File: src/rtl/mc_pkg.sv
package mc_pkg;

    typedef enum logic [2:0] {
        MODE_D     = 3'd0,
        MODE_T     = 3'd1,
        MODE_JK    = 3'd2,
        MODE_SR    = 3'd3,
        MODE_LATCH = 3'd4,
        MODE_COMB  = 3'd5
    } mc_mode_e;

    typedef struct packed {
        logic st;
    } store_t;

    typedef struct packed {
        logic ck_prev;
    } edge_t;

    // flip-flop next value for edge-updated modes; p = first input, q = second
    function automatic logic mc_next(input mc_mode_e m, input logic s,
                                     input logic p, input logic q);
        logic r;
        r = s;
        case (m)
            MODE_D:  r = p;
            MODE_T:  r = s ^ p;
            MODE_JK: begin
                case ({p, q})
                    2'b10:   r = 1'b1;
                    2'b01:   r = 1'b0;
                    2'b11:   r = ~s;
                    default: r = s;
                endcase
            end
            MODE_SR: begin
                case ({p, q})
                    2'b10:   r = 1'b1;
                    2'b01:   r = 1'b0;
                    default: r = s;
                endcase
            end
            default: r = s;
        endcase
        return r;
    endfunction

endpackage

File: src/rtl/mc_term_array.sv
module mc_term_array #(
    parameter int NIN = 12,
    parameter int NPT = 11
) (
    input  logic [NIN-1:0]     in_i,
    input  logic [NPT*NIN-1:0] tmask_i,
    input  logic [NPT*NIN-1:0] cmask_i,
    input  logic [NPT-1:0]     en_i,
    output logic [NPT-1:0]     term_o
);

    for (genvar k = 0; k < NPT; k++) begin : g_term
        logic [NIN-1:0] hit_w;
        assign hit_w     = (~tmask_i[k*NIN +: NIN] | in_i) &
                           (~cmask_i[k*NIN +: NIN] | ~in_i);
        assign term_o[k] = en_i[k] & (&hit_w);
    end

endmodule

File: src/rtl/mc_clock_sel.sv
module mc_clock_sel
    import mc_pkg::*;
(
    input  logic clk,
    input  logic rst_n,
    input  logic arr_i,
    input  logic neg_i,
    input  logic ck_term_i,
    output logic upd_o
);

    edge_t cur_q, nxt_d;

    always_comb begin
        nxt_d         = cur_q;
        nxt_d.ck_prev = ck_term_i;
    end

    always_ff @(posedge clk or negedge rst_n) begin
        if (!rst_n) cur_q <= '0;
        else        cur_q <= nxt_d;
    end

    always_comb begin
        if (!arr_i)     upd_o = 1'b1;
        else if (neg_i) upd_o = cur_q.ck_prev & ~ck_term_i;
        else            upd_o = ~cur_q.ck_prev & ck_term_i;
    end

    // same-direction edges of the clock term cannot occur on two edges in a row
    assert_arr_edge_single_R9: assert property (@(posedge clk) disable iff (!rst_n)
        (arr_i && upd_o) |=> (!upd_o || !arr_i || (neg_i != $past(neg_i))));

endmodule

File: src/rtl/mc_storage.sv
module mc_storage
    import mc_pkg::*;
(
    input  logic     clk,
    input  logic     rst_n,
    input  mc_mode_e mode_i,
    input  logic     upd_i,
    input  logic     ck_i,
    input  logic     clr_i,
    input  logic     pre_i,
    input  logic     x_i,
    input  logic     b_i,
    output logic     st_o
);

    store_t cur_q, nxt_d;
    logic   edge_mode_w;

    assign edge_mode_w = (mode_i == MODE_D) || (mode_i == MODE_T) ||
                         (mode_i == MODE_JK) || (mode_i == MODE_SR);

    always_comb begin
        nxt_d = cur_q;
        if (clr_i) begin
            nxt_d.st = 1'b0;
        end else if (pre_i) begin
            nxt_d.st = 1'b1;
        end else if (mode_i == MODE_LATCH) begin
            if (ck_i) nxt_d.st = x_i;
        end else if (edge_mode_w && upd_i) begin
            nxt_d.st = mc_next(mode_i, cur_q.st, x_i, b_i);
        end
    end

    always_ff @(posedge clk or negedge rst_n) begin
        if (!rst_n) cur_q <= '0;
        else        cur_q <= nxt_d;
    end

    assign st_o = cur_q.st;

    assert_clear_wins_R10: assert property (@(posedge clk) disable iff (!rst_n)
        clr_i |=> !st_o);

    assert_preset_sets_R10: assert property (@(posedge clk) disable iff (!rst_n)
        (pre_i && !clr_i) |=> st_o);

    assert_d_capture_R4: assert property (@(posedge clk) disable iff (!rst_n)
        (mode_i == MODE_D && upd_i && !clr_i && !pre_i) |=> (st_o == $past(x_i)));

    assert_jk_toggle_R6: assert property (@(posedge clk) disable iff (!rst_n)
        (mode_i == MODE_JK && upd_i && x_i && b_i && !clr_i && !pre_i)
        |=> (st_o != $past(st_o)));

    assert_sr_hold_R7: assert property (@(posedge clk) disable iff (!rst_n)
        (mode_i == MODE_SR && x_i && b_i && !clr_i && !pre_i) |=> $stable(st_o));

    assert_no_update_hold_R9: assert property (@(posedge clk) disable iff (!rst_n)
        (edge_mode_w && !upd_i && !clr_i && !pre_i) |=> $stable(st_o));

endmodule

File: src/rtl/mc_macrocell.sv
module mc_macrocell
    import mc_pkg::*;
#(
    parameter  int N_LIT = 8,
    parameter  int N_EXP = 4,
    parameter  int GRP   = 3,
    localparam int NIN   = N_LIT + N_EXP,
    localparam int NPT   = 2 * GRP + 5
) (
    input  logic               clk,
    input  logic               rst_n,
    input  logic [N_LIT-1:0]   lit_in,
    input  logic [N_EXP-1:0]   exp_in,
    input  logic [2:0]         cfg_mode,
    input  logic               cfg_arr_clk,
    input  logic               cfg_neg_edge,
    input  logic               cfg_xor_term,
    input  logic               cfg_invert,
    input  logic [NPT-1:0]     cfg_term_en,
    input  logic [NPT*NIN-1:0] cfg_true_mask,
    input  logic [NPT*NIN-1:0] cfg_comp_mask,
    output logic               fb_out,
    output logic               pin_o,
    output logic               pin_oe
);

    localparam int T_CK  = 2 * GRP;
    localparam int T_CLR = T_CK + 1;
    localparam int T_PRE = T_CK + 2;
    localparam int T_OE  = T_CK + 3;
    localparam int T_XT  = T_CK + 4;

    logic [NIN-1:0] in_w;
    logic [NPT-1:0] term_w;
    logic           sum_a_w, sum_b_w, xsec_w, x_w, upd_w, st_w;
    mc_mode_e       mode_w;

    assign in_w   = {exp_in, lit_in};
    assign mode_w = mc_mode_e'(cfg_mode);

    mc_term_array #(.NIN(NIN), .NPT(NPT)) u_terms (
        .in_i    (in_w),
        .tmask_i (cfg_true_mask),
        .cmask_i (cfg_comp_mask),
        .en_i    (cfg_term_en),
        .term_o  (term_w)
    );

    assign sum_a_w = |term_w[GRP-1:0];
    assign sum_b_w = |term_w[2*GRP-1:GRP];
    assign xsec_w  = cfg_xor_term ? term_w[T_XT] : cfg_invert;
    assign x_w     = sum_a_w ^ xsec_w;

    mc_clock_sel u_clk (
        .clk       (clk),
        .rst_n     (rst_n),
        .arr_i     (cfg_arr_clk),
        .neg_i     (cfg_neg_edge),
        .ck_term_i (term_w[T_CK]),
        .upd_o     (upd_w)
    );

    mc_storage u_store (
        .clk    (clk),
        .rst_n  (rst_n),
        .mode_i (mode_w),
        .upd_i  (upd_w),
        .ck_i   (term_w[T_CK]),
        .clr_i  (term_w[T_CLR]),
        .pre_i  (term_w[T_PRE]),
        .x_i    (x_w),
        .b_i    (sum_b_w),
        .st_o   (st_w)
    );

    always_comb begin
        case (mode_w)
            MODE_D, MODE_T, MODE_JK, MODE_SR, MODE_LATCH: begin
                if (term_w[T_CLR])                           fb_out = 1'b0;
                else if (term_w[T_PRE])                      fb_out = 1'b1;
                else if (mode_w == MODE_LATCH && term_w[T_CK]) fb_out = x_w;
                else                                         fb_out = st_w;
            end
            default: fb_out = x_w;
        endcase
    end

    assign pin_oe = term_w[T_OE];
    assign pin_o  = term_w[T_OE] & fb_out;

    assert_clear_out_R10: assert property (@(posedge clk) disable iff (!rst_n)
        (term_w[T_CLR] && cfg_mode < 3'd5) |-> !fb_out);

    assert_pin_off_R11: assert property (@(posedge clk) disable iff (!rst_n)
        !pin_oe |-> !pin_o);

endmodule

File: config.mk
export PLATFORM = sky130hd
export DESIGN_NAME = mc_macrocell
export DESIGN_NICKNAME = d
export VERILOG_FILES = /design/src/rtl/mc_pkg.sv /design/src/rtl/mc_term_array.sv /design/src/rtl/mc_clock_sel.sv /design/src/rtl/mc_storage.sv /design/src/rtl/mc_macrocell.sv
export SDC_FILE = /design/constraint.sdc
export NUM_CORES = 1
export LEC_CHECK = 0
export BUFFER_PORTS_ARGS = -buffer_cell sky130_fd_sc_hd__buf_4
export CORE_AREA = 5 5 114 116
export CTS_BUF_LIST = sky130_fd_sc_hd__clkbuf_2 sky130_fd_sc_hd__clkbuf_4 sky130_fd_sc_hd__clkbuf_8
export DETAILED_ROUTE_END_ITERATION = 6
export DIE_AREA = 0 0 119 121
export HOLD_SLACK_MARGIN = 0.02
export PLACE_DENSITY = 0.64
export SKIP_CTS_REPAIR_TIMING = 1
export SLEW_MARGIN = 20
export SYNTH_ARGS = -nofsm -noshare
export SYNTH_HDL_FRONTEND = slang
export SYNTH_SLANG_ARGS = --single-unit
File: constraint.sdc
create_clock -name clk -period 3.4 [get_ports clk]
set_clock_uncertainty 0.15 [all_clocks]
set_input_delay 0.68 -clock clk [delete_from_list [all_inputs] [get_ports clk]]
set_output_delay 0.68 -clock clk [all_outputs]
set_load 0.01 [all_outputs]
## After elaboration in Yosys (flattened, before gate mapping)

Cells that the tools add are included.

- Equal/unequal tests: 10
- Mux-type cells: 15
- Bitwise operators: 75
- Reductions and logical operators: 23

Operator list:

| operator | number |
|---|---|
| 12-bit inverter | 23 |
| 12-bit bitwise OR | 22 |
| 12-bit AND | 11 |
| 12-bit AND reduction | 11 |
| 1-bit AND | 14 |
| 1-bit two-way mux | 12 |
| 7-bit by 5-bit inequality test with 1-bit output, second input constant | 1 |
| 7-bit nonzero test | 1 |
| 3-bit by 2-bit equality test with 1-bit output, second input constant | 2 |
| 6-bit by 4-bit inequality test with 1-bit output, second input constant | 1 |
| 3-bit OR reduction | 2 |
| 5-bit AND reduction | 1 |
| 5-bit OR reduction | 1 |
| 2-bit equality test, second input constant | 2 |
| 4-bit by 1-bit inequality test with 1-bit output, second input constant | 1 |
| 1-bit case mux with 4 select lines | 1 |
| 4-bit nonzero test | 1 |
| 3-bit by 1-bit equality test with 1-bit output, second input constant | 1 |
| 3-bit equality test, second input constant | 1 |
| 3-bit zero test | 1 |
| 1-bit logical OR | 3 |
| 1-bit inverter | 3 |
| 1-bit case mux with 3 select lines | 1 |
| 2-bit by 1-bit equality test with 1-bit output, second input constant | 1 |
| 3 further kinds | 5 |

- Register bits after elaboration: 2
- Bits of input ports: 296
- Logic and storage cells: 125

## Depth between registers and ports, before layout

Gate-level depths: netlist (run 1).

- Depth in word-level cells: 14
- Gate-level depth with buffers: 15
- Gate-level depth less buffers: 14

## By module

Synthesis (run 1) repeated with hierarchy kept, for this count alone.

- Cells, all modules: 254
- Area total of the unflattened synthesis: 2,188.3 µm²

By module, submodules not included:

| module | instances | cells each | area each (µm²) | sequential area each (µm²) |
|---|---|---|---|---|
| mc_term_array | 1 | 211 | 1,839.3 | 0.0 |
| mc_storage | 1 | 24 | 198.9 | 25.0 |
| mc_macrocell | 1 | 15 | 103.8 | 0.0 |
| mc_clock_sel | 1 | 4 | 46.3 | 25.0 |

## Worst setup path after synthesis (run 1)

No wires, ideal clock.

- Kind: input-to-reg
- From: input port exp_in[0]
- To: register u_store.cur_q, in the netlist u_store.st_o
- Library setup time: 99 ps
- Arrival: 3,040 ps
- Data required time: 3,151 ps
- Setup slack: 111 ps
- Stages: 15
- Buffers on the path: 1
- Cells stage by stage: buf_2 mux2i_1 nand2_1 nor4_1 a22oi_1 a21boi_0 nor2_1 inv_1 ha_1 inv_1 a21o_1 a21oi_1 nor2_1 o31a_1 a311oi_1

- Cells in the longest elaborated chain, start to end: 14
- Elaborated cells on any way between the ends: 79

RTL lines:

| item | line | RTL |
|---|---|---|
| from (decl) | mc_macrocell.sv:13 | `input logic [N_EXP-1:0] exp_in,` |
| 12-bit inverter | mc_term_array.sv:15 | `(~cmask_i[k*NIN +: NIN] \| ~in_i);` |
| 12-bit bitwise OR | mc_term_array.sv:15 |  |
| 12-bit AND | mc_term_array.sv:14 | `assign hit_w = (~tmask_i[k*NIN +: NIN] \| in_i) &` |
| 12-bit AND reduction | mc_term_array.sv:16 | `assign term_o[k] = en_i[k] & (&hit_w);` |
| 1-bit AND | mc_term_array.sv:16 |  |
| 3-bit OR reduction or 1-bit two-way mux (tied branches) | mc_macrocell.sv:49, mc_macrocell.sv:51 |  |
| 1-bit bitwise XOR | mc_macrocell.sv:52 | `assign x_w = sum_a_w ^ xsec_w;` |
| 2-bit equality test, or another cell as far along | mc_pkg.sv:29 | `case ({p, q})` |
| 1-bit case mux with 3 select lines or 1-bit case mux with 2 select lines (tied branches) | mc_pkg.sv:29, mc_pkg.sv:37 |  |
| 1-bit case mux with 4 select lines | mc_pkg.sv:25 | `case (m)` |
| 1-bit two-way mux | mc_storage.sv:30 | `end else if (edge_mode_w && upd_i) begin` |
| 1-bit two-way mux | mc_storage.sv:28 | `end else if (mode_i == MODE_LATCH) begin` |
| 1-bit two-way mux | mc_storage.sv:26 | `end else if (pre_i) begin` |
| 1-bit two-way mux | mc_storage.sv:24 | `if (clr_i) begin` |
| to (signal assigned) | mc_storage.sv:37 | `else cur_q <= nxt_d;` |
| to (decl) | mc_storage.sv:16 | `store_t cur_q, nxt_d;` |

Parallel ways exist; a longest one is shown, timed or not. The select of a mux whose other input is x is not followed.
A chain may end at the register's enable or synchronous reset.

## Worst setup path after layout (run 1)

- From: input port lit_in[4]
- To: output port pin_o

- Cells in the longest elaborated chain, start to end: 12
- Elaborated cells on any way between the ends: 50

RTL lines:

| item | line | RTL |
|---|---|---|
| from (decl) | mc_macrocell.sv:12 | `input logic [N_LIT-1:0] lit_in,` |
| 12-bit inverter | mc_term_array.sv:15 |  |
| 12-bit bitwise OR | mc_term_array.sv:15 |  |
| 12-bit AND | mc_term_array.sv:14 |  |
| 12-bit AND reduction | mc_term_array.sv:16 |  |
| 1-bit AND | mc_term_array.sv:16 |  |
| 3-bit OR reduction or 1-bit two-way mux (tied branches) | mc_macrocell.sv:49, mc_macrocell.sv:51 |  |
| 1-bit bitwise XOR | mc_macrocell.sv:52 |  |
| 1-bit two-way mux | mc_macrocell.sv:81 | `else if (mode_w == MODE_LATCH && term_w[T_CK]) fb_out = x_w;` |
| 1-bit two-way mux | mc_macrocell.sv:80 | `else if (term_w[T_PRE]) fb_out = 1'b1;` |
| 1-bit two-way mux | mc_macrocell.sv:79 | `if (term_w[T_CLR]) fb_out = 1'b0;` |
| 1-bit two-way mux | mc_macrocell.sv:77 | `case (mode_w)` |
| 1-bit AND * | mc_macrocell.sv:89 | `assign pin_o = term_w[T_OE] & fb_out;` |
| to (decl) | mc_macrocell.sv:23 | `output logic pin_o,` |

Every way passes the cells marked *; elsewhere a longest branch is shown, timed or not.

==> results.toml, run 1 <==
[final_layout]
areaGrowthSynthToFinish_pct = 156
drive_above_1_share_pct = 67.6
fin_nets = 928
final_area_um2 = 5530
diodes = 0
layout_common_cells = "341 x buf_4, 107 x mux2i_1, 30 x nand2_1"
instances_no_fill = 774
fill_cells = 1149
final_common_cell = "buf_4"
finish.utilization_pct = 46.8

[die]
die-area_um2 = 14400
coreArea_um2 = 11800
die_w_um = 119
rows = 40
die_h_um = 121
start_util_pct = 18.3
io_pins = 299

[logic_synthesis]
synth_edf_count = 0
yosysSeqAreaShare_pct = 2.31
syn_inst = 267
synth_seq_cells = 2
synth_flop_cell = "dfrtp_1"
yosys_warnings = 0
async_flop_share_pct = 100
synth.avg_cell_area_um2 = 8.10
syn_nets = 566
synth_cell_type_count = 40
syn_area_um2 = 2160

[sta]
tightest_slew_ns = 0.316
rsz0062_at_grt = "yes"
tns_ns = 0
period_share_pct = 99.5
fmax_mhz = 296
period_minus_slack_ns = 3.38
slew_viol_final = 0
setup-violations-final = 0
holdWs_ns = 0.0868
finalHoldViolations = 0
max-slew-margin-rel_pct = 78.7

[clock_network]
cts.sinks = 2
clk_latency_ns = 0.22
cts_tree = "built"
clk_path_buf_depth = 2
clkTransAtPathRegs_ns = 0.03
cts-root-buf = "clkbuf_8"
htreeDepth = 1
cts_buffers = 3

[global_routing]
first_global_vias = 4158
grt_max_degree = 10
grt_pass1_wl_mm = 22.7
track_usage_pct = 20.5
grt_overflow = 0
antenna_found_initial = 0

[placement]
io_buffers = 298
place_area_um2 = 5000
place_congestion = 0.852
place_hpwl_mm = 14.0
dp.cells = 756

[worst_setup_path]
path_class = "input port to output port"
cp-end-kind = "output port"
arrival_ns = 2.55
cp_max_fo = 4
start_kind = "input port"
cp.required_ns = 2.57

[detailed_routing]
via_per_inst = 4.75
postRouteAntennaNets = 0
wl_per_cell_um = 20.7
drt_wl_total_mm = 16.0
drtIter0Drc = 103
drtPass1Iterations = 4
vias = 3680
drc_errors = 0

[power]
ir_drop_mv = 0.0727
p_leak_nw = 2.88
power_density_nw_per_um2 = 136

[hold_path]
hold_class = "input port to async pin"

[run]
cap_violations = 0

[outcome]
status = "finished clean"
## cells in the mapped netlist (all sizes together), types with 4 or more instances
| cell | count | area (um2) |
|---|---|---|
| mux2i | 107 | 1070 |
| nand2 | 30 | 113 |
| mux2 | 18 | 206 |
| buf | 12 | 73.8 |
| nand4 | 11 | 68.8 |
| nand3 | 10 | 50.1 |
| nor2b | 10 | 62.6 |
| nor4 | 10 | 77.6 |
| a211oi | 7 | 57.6 |
| inv | 7 | 26.3 |
| nor2 | 6 | 22.5 |
| o21ai | 5 | 25.0 |
| a21oi | 4 | 20.0 |
## metrics by stage
stage	power, W	setup WS, ns
2_1_floorplan	0.000207	0.111
3_3_place_gp	0.000582	-0.407
3_5_place_dp	0.000589	-0.408
4_1_cts	0.000692	-0.340
5_1_grt	0.000796	-0.0906
6_report	0.000752	0.0165
## per-layer routing
| layer | GRT usage [%] | share of wire (%) | up-vias |
|---|---|---|---|
| met5 | 0 | 0 | - |
| met4 | 4.34 | 1.4 | 0 |
| met3 | 4.99 | 8.2 | 20 |
| met2 | 40.3 | 54 | 218 |
| met1 | 21.9 | 37 | 1695 |
| li1 | - | - | 1747 |
## cell type report
| class | count | area, um2 | share of cell area [%] |
|---|---|---|---|
| Timing Repair Buffer | 370 | 2990 | 54.1 |
| Inverter | 7 | 26.3 | 0.475 |
| Sequential cell | 2 | 50.0 | 0.905 |
| Multi-Input combinational cell | 245 | 2240 | 40.5 |
| Tap cell | 147 | 184 | 3.33 |
| Clock buffer | 3 | 41.3 | 0.747 |
## logic make-up (layout without fill, tap and decap cells)
| family | count (synthesis) | after routing | share of synthesized area [%] |
|---|---|---|---|
| flops | 2 | 2 | 2.31 |
| mux | 125 | 125 | 59.1 |
| compound gates | 32 | 32 | 10.9 |
| fa+ha+maj | 3 | 3 | 1.74 |
| buf+inv | 20 | 380 | 4.80 |
| simple gates | 85 | 85 | 21.1 |
## worst max-delay path: stages
cell and delay [ns]:
buf_6 0.11, buf_6 0.12, buf_12 0.12, buf_12 0.11, mux2i_1 0.14, nand2_1 0.11, a2111oi_4 0.25, a41oi_2 0.16
a21boi_2 0.19, o21a_1 0.20, a211oi_2 0.20, buf_4 0.15
## power by group
part	internal (W)	switching, W
sequential	0.0000265	0.00000419
clock	0.0000753	0.0000233
combinational	0.000400	0.000222
## state kept, by name, indices dropped and copies added, names as in the netlist
name and count:
u_clk.cur_q 1, u_store.st_o 1
## path summary, 6_finish.rpt
path,slack (ns),depth (start not counted),start,end
hold / removal,0.09,1,rst_n,u_store.st_o
hold reg to reg,0.72,3,u_store.st_o,u_store.st_o
setup reg to reg,1.67,3,u_store.st_o,u_store.st_o
max in group asynchronous,2.92,1,rst_n,u_clk.cur_q
min in group clk,0.72,3,u_store.st_o,u_store.st_o
setup / recovery,0.02,12,lit_in[4],pin_o
Power figures use the tool's default switching activity.
==> run 2, diff against run 1 <==
--- a/config.mk
+++ b/config.mk
@@ -6,12 +6,14 @@
 export NUM_CORES = 1
 export LEC_CHECK = 0
 export BUFFER_PORTS_ARGS = -buffer_cell sky130_fd_sc_hd__buf_4
-export CORE_AREA = 5 5 114 116
+export CELL_PAD_IN_SITES_DETAIL_PLACEMENT = 0
+export CELL_PAD_IN_SITES_GLOBAL_PLACEMENT = 1
+export CORE_MARGIN = 5
+export CORE_UTILIZATION = 19
 export CTS_BUF_LIST = sky130_fd_sc_hd__clkbuf_2 sky130_fd_sc_hd__clkbuf_4 sky130_fd_sc_hd__clkbuf_8
 export DETAILED_ROUTE_END_ITERATION = 6
-export DIE_AREA = 0 0 119 121
 export HOLD_SLACK_MARGIN = 0.02
-export PLACE_DENSITY = 0.64
+export PLACE_DENSITY = 0.93
 export SKIP_CTS_REPAIR_TIMING = 1
 export SLEW_MARGIN = 20
 export SYNTH_ARGS = -nofsm -noshare
==> run 2 against run 1 <==
  * Sequential cell count did not move
  * Final area fell by 4.8%
  * Hold slack improved by 0.0064 ns
  * Final cell count fell by 3.0%
  * Critical path depth did not move
  * First-iteration DRC count rose by 1.9%
  * Sequential power fell by 3%
  * Die area fell by 5.5%
  * Combinational power fell by 6.1%
  * Utilization fell by 0.12 points
  * Non-clock buffer count fell by 19
  * Register-to-register slack barely moved
  * Critical endpoint unchanged
  * Largest cell class unchanged
==> results.toml, run 2 (synthesis gave the netlist of run 1 again) <==
[final_layout]
fin_nets = 909
final_area_um2 = 5260
drive_above_1_share_pct = 65.8
finish.utilization_pct = 46.7
diodes = 0
areaGrowthSynthToFinish_pct = 143
final_common_cell = "buf_4"
layout_common_cells = "333 x buf_4, 104 x mux2i_1, 30 x nand2_1"

[worst_setup_path]
start_kind = "input port"
path_class = "input port to output port"
cp.required_ns = 2.57
cp-end-kind = "output port"
arrival_ns = 2.56
path_cells = "buf_8 -> buf_6 -> mux2i_2 -> nand2_1 -> nor4_2 -> buf_4 -> a22oi_2 -> a21boi_2 -> nor2_4 -> buf_6 -> a211oi_2 -> buf_4"
critPathSlowestCell = "nor4_2"
cp_max_fo = 4
slowest_delay_ns = 0.30

[clock_network]
cts.sinks = 2
clkTransAtPathRegs_ns = 0.03
clk_path_buf_depth = 2
clk_latency_ns = 0.22
htreeDepth = 1
cts-root-buf = "clkbuf_8"
cts_tree = "built"
cts_buffers = 3

[placement]
place_area_um2 = 4970
io_buffers = 298
post-place-ws_ns = -0.313
place_congestion = 0.844
place_hpwl_mm = 13.2

[die]
coreArea_um2 = 11300
die_h_um = 117
die_w_um = 117
die-area_um2 = 13600
start_util_pct = 19.2
io_pins = 299
rows = 39

[hold_path]
hold_class = "input port to async pin"

[sta]
holdWs_ns = 0.0932
slew_viol_final = 0
tightest_slew_ns = 0.475
finalHoldViolations = 0
period_share_pct = 99.8
layout_setup_ws_ns = 0.00821
max-slew-margin-rel_pct = 67.5
tns_ns = 0
setup-violations-final = 0
rsz0062_at_grt = "yes"
period_minus_slack_ns = 3.39
fmax_mhz = 295

[global_routing]
grt_pass1_wl_mm = 20.0
grt_max_degree = 10
antenna_found_initial = 0
first_global_vias = 3855
grt_overflow = 0
track_usage_pct = 19.3

[detailed_routing]
drtPass1Iterations = 4
vias = 3541
via_per_inst = 4.72
postRouteAntennaNets = 0
wl_per_cell_um = 20.0
drt_wl_total_mm = 15.0
drtIter0Drc = 105
drc_errors = 0

[power]
p_leak_nw = 2.75
power_density_nw_per_um2 = 135
ir_drop_mv = 0.151

[run]
cap_violations = 0

[outcome]
status = "finished clean"
-- run 2: cell count changes in the layout (fill, tap and decap cells not counted), moves of 2 or more --
| cell | previous run | this run |
|---|---|---|
| mux2i_1 | 107 | 104 |
| nor4_2 | 8 | 6 |
| buf_4 | 341 | 333 |
| buf_12 | 11 | 7 |
| nand3_2 | 2 | 0 |
| buf_6 | 16 | 9 |
| nand3_1 | 8 | 10 |
| nor4_1 | 0 | 2 |
| mux2i_2 | 0 | 2 |
-- run 2: worst max-delay path: cells and delay by family --
kind / cells / cell delay (ns)
buf+inv: 5 / 0.65
mux: 1 / 0.19
simple gates: 3 / 0.47
compound gates: 3 / 0.55
-- run 2: power by group --
group	leakage, nW	switching, W	internal [W]
registers	0.0251	0.00000340	0.0000265
clock network	0.0216	0.0000212	0.0000751
logic	2.71	0.000207	0.000377
total	2.75	0.000232	0.000478
-- run 2: worst paths after layout --
| path | depth (start not counted) | start | slack (ns) | to |
|---|---|---|---|---|
| worst max-delay path | 12 | lit_in[6] | 0.008 | pin_o |
| worst min-delay path | 1 | rst_n | 0.09 | u_clk.cur_q |
| worst max register to register | 3 | u_store.st_o | 1.67 | u_store.st_o |
| worst min register to register | 3 | u_store.st_o | 0.68 | u_store.st_o |
| max in group asynchronous | 1 | rst_n | 2.91 | u_store.st_o |
| min in group clk | 3 | u_store.st_o | 0.68 | u_store.st_o |
-- run 2: layer usage --
| layer | share of wire [%] | global-route usage (%) |
|---|---|---|
| met5 | 0 | 0 |
| met2 | 53 | 36.5 |
| met1 | 36 | 22.5 |
| met4 | 1.3 | 3.52 |
| met3 | 9.2 | 3.99 |
-- run 2: area by class of cell --
type                    instances  area (um2)
clock buffers                   3        41.3
fillers                      1114        6010
inverters                       7        26.3
multi-input cells             245        2200
flip-flops and latches          2        50.0
well taps                     143         179
repair buffers                351        2770
-- run 2: metrics by stage --
| step | std cells | total power, W |
|---|---|---|
| finish | 751 | 0.000710 |
| CTS | 750 | 0.000677 |
| detailed placement | 747 | 0.000578 |
| floorplan | 267 | 0.000207 |
| global placement | 747 | 0.000569 |
| global route | 751 | 0.000754 |
==> run 3, diff against run 2 <==
==> constraint.sdc (replaced) <==
create_clock -name clk -period 3.7 [get_ports clk]
set_clock_uncertainty 0.15 [all_clocks]
set_input_delay 0.74 -clock clk [delete_from_list [all_inputs] [get_ports clk]]
set_output_delay 0.74 -clock clk [all_outputs]
set_load 0.01 [all_outputs]
==> run 3 against run 2 <==
  * Clock-buffer cell count unchanged
  * Sequential power down 9.4%
  * Global-route usage about the same
  * Critical path type unchanged
  * Critical endpoint is now fb_out
==> results.toml, run 3 (synthesis gave the netlist of run 1 again) <==
[outcome]
status = "finished clean"

[detailed_routing]
drt_wl_total_mm = 14.5
top_layer = "met4"
met2WireLength_mm = 7.61
drtIter0Drc = 93
via_per_inst = 4.76
vias = 3450
drc_errors = 0
postRouteAntennaNets = 0
drtPass1Iterations = 4
wl_per_cell_um = 19.9
wl_met1_mm = 5.18
wl_met3_mm = 1.46

[worst_setup_path]
start_kind = "input port"
critPathSlowestCell = "mux2_4"
path_class = "input port to output port"
cp-end-kind = "output port"
cp.required_ns = 2.81
arrival_ns = 2.69
crit_top_cell = "buf_4"
path_cells = "buf_4 -> mux2_4 -> a211oi_2 -> nand3_1 -> nor4_4 -> buf_4 -> nand2_1 -> a21boi_0 -> a21oi_1 -> buf_4"
cp_max_fo = 8
slowest_delay_ns = 0.32

[global_routing]
grt_max_degree = 13
grt_pass1_wl_mm = 19.6
first_global_vias = 3696
track_usage_pct = 19.2
antenna_found_initial = 0
grt_overflow = 0

[power]
pwr-share-comb_pct = 80.3
p_int_w = 0.000405
ir_drop_mv = 0.120
p_seq_share_pct = 4.5
power.share.switching_pct = 32.6
power_density_nw_per_um2 = 124
p_sw_w = 0.000196
clkPwrFrac_pct = 15.2
p_leak_nw = 2.58

[clock_network]
clk_latency_ns = 0.22
cts_buffers = 3
cts.sinks = 2
clk_path_buf_depth = 2
cts-root-buf = "clkbuf_8"
htreeDepth = 1
cts_tree = "built"
clkTransAtPathRegs_ns = 0.03

[sta]
rsz0062_at_grt = "no"
setup-violations-final = 0
slew_viol_final = 0
period_minus_slack_ns = 3.58
tightest_slew_ns = 0.444
max-slew-margin-rel_pct = 69.6
holdWs_ns = 0.142
fmax_mhz = 280
period_share_pct = 96.7
finalHoldViolations = 0

[final_layout]
areaGrowthSynthToFinish_pct = 123
diodes = 0
fin_nets = 883
drive_above_1_share_pct = 61.0
layout_common_cells = "320 x buf_4, 107 x mux2i_1, 30 x nand2_1"
final_common_cell = "buf_4"
finish.utilization_pct = 42.9

[die]
die_w_um = 117
rows = 39
die-area_um2 = 13600
coreArea_um2 = 11300
die_h_um = 117
start_util_pct = 19.2
io_pins = 299

[placement]
place_congestion = 0.837
place_hpwl_mm = 12.9
io_buffers = 298

[hold_path]
hold_class = "input port to async pin"

[run]
cap_violations = 0
[run 3: path summary, 6_finish.rpt]
kind / startpoint / end / slack (ns) / cells after the start
setup / recovery: exp_in[2] / fb_out / 0.12 / 10
hold / removal: rst_n / u_store.st_o / 0.14 / 1
setup reg to reg: u_store.st_o / u_store.st_o / 2.00 / 3
hold reg to reg: u_store.st_o / u_store.st_o / 0.66 / 3
max in group asynchronous: rst_n / u_clk.cur_q / 3.16 / 1
min in group clk: u_store.st_o / u_store.st_o / 0.66 / 3
[run 3: area by class of cell]
class / instances / area, um2
Inverter: 7 / 26.3
Tap cell: 143 / 179
Clock buffer: 3 / 41.3
Sequential cell: 2 / 50.0
Multi-Input combinational cell: 245 / 2060
Fill cell: 1117 / 6440
Timing Repair Buffer: 325 / 2480
[run 3: critical path: cells and delay by family]
kind / cells / cell delay [ns]
multiplexers: 1 / 0.32
AND/OR/NAND/NOR: 3 / 0.48
AO/OA/AOI/OAI: 3 / 0.58
buffers and inverters: 3 / 0.54
[run 3: stage by stage]
step	setup WS, ns	cell area (um2)	setup TNS [ns]	std cells	total power (W)
floorplan	0.351	2160	0	267	0.000191
CTS	-0.0451	4770	-0.0451	725	0.000602
global placement	-0.0650	4730	-0.0838	722	0.000499
global route	0.0344	4830	0	725	0.000639
finish	0.123	4830	0	725	0.000601
detailed placement	-0.0762	4730	-0.109	722	0.000506
[run 3: power by group through the flow]
stage	Clock, W	Combinational (W)	Sequential, W
floorplan	0	0.000164	0.0000261
global placement	0	0.000471	0.0000274
detailed placement	0	0.000478	0.0000271
CTS	0.0000954	0.000480	0.0000270
global route	0.0000936	0.000519	0.0000270
finish	0.0000916	0.000482	0.0000271
[run 3: layer usage]
metal | GRT usage (%) | vias to the layer above
li1 | - | 1666
met2 | 37.0 | 189
met3 | 3.58 | 16
met1 | 22.0 | 1579
met5 | 0 | -
met4 | 4.05 | 0
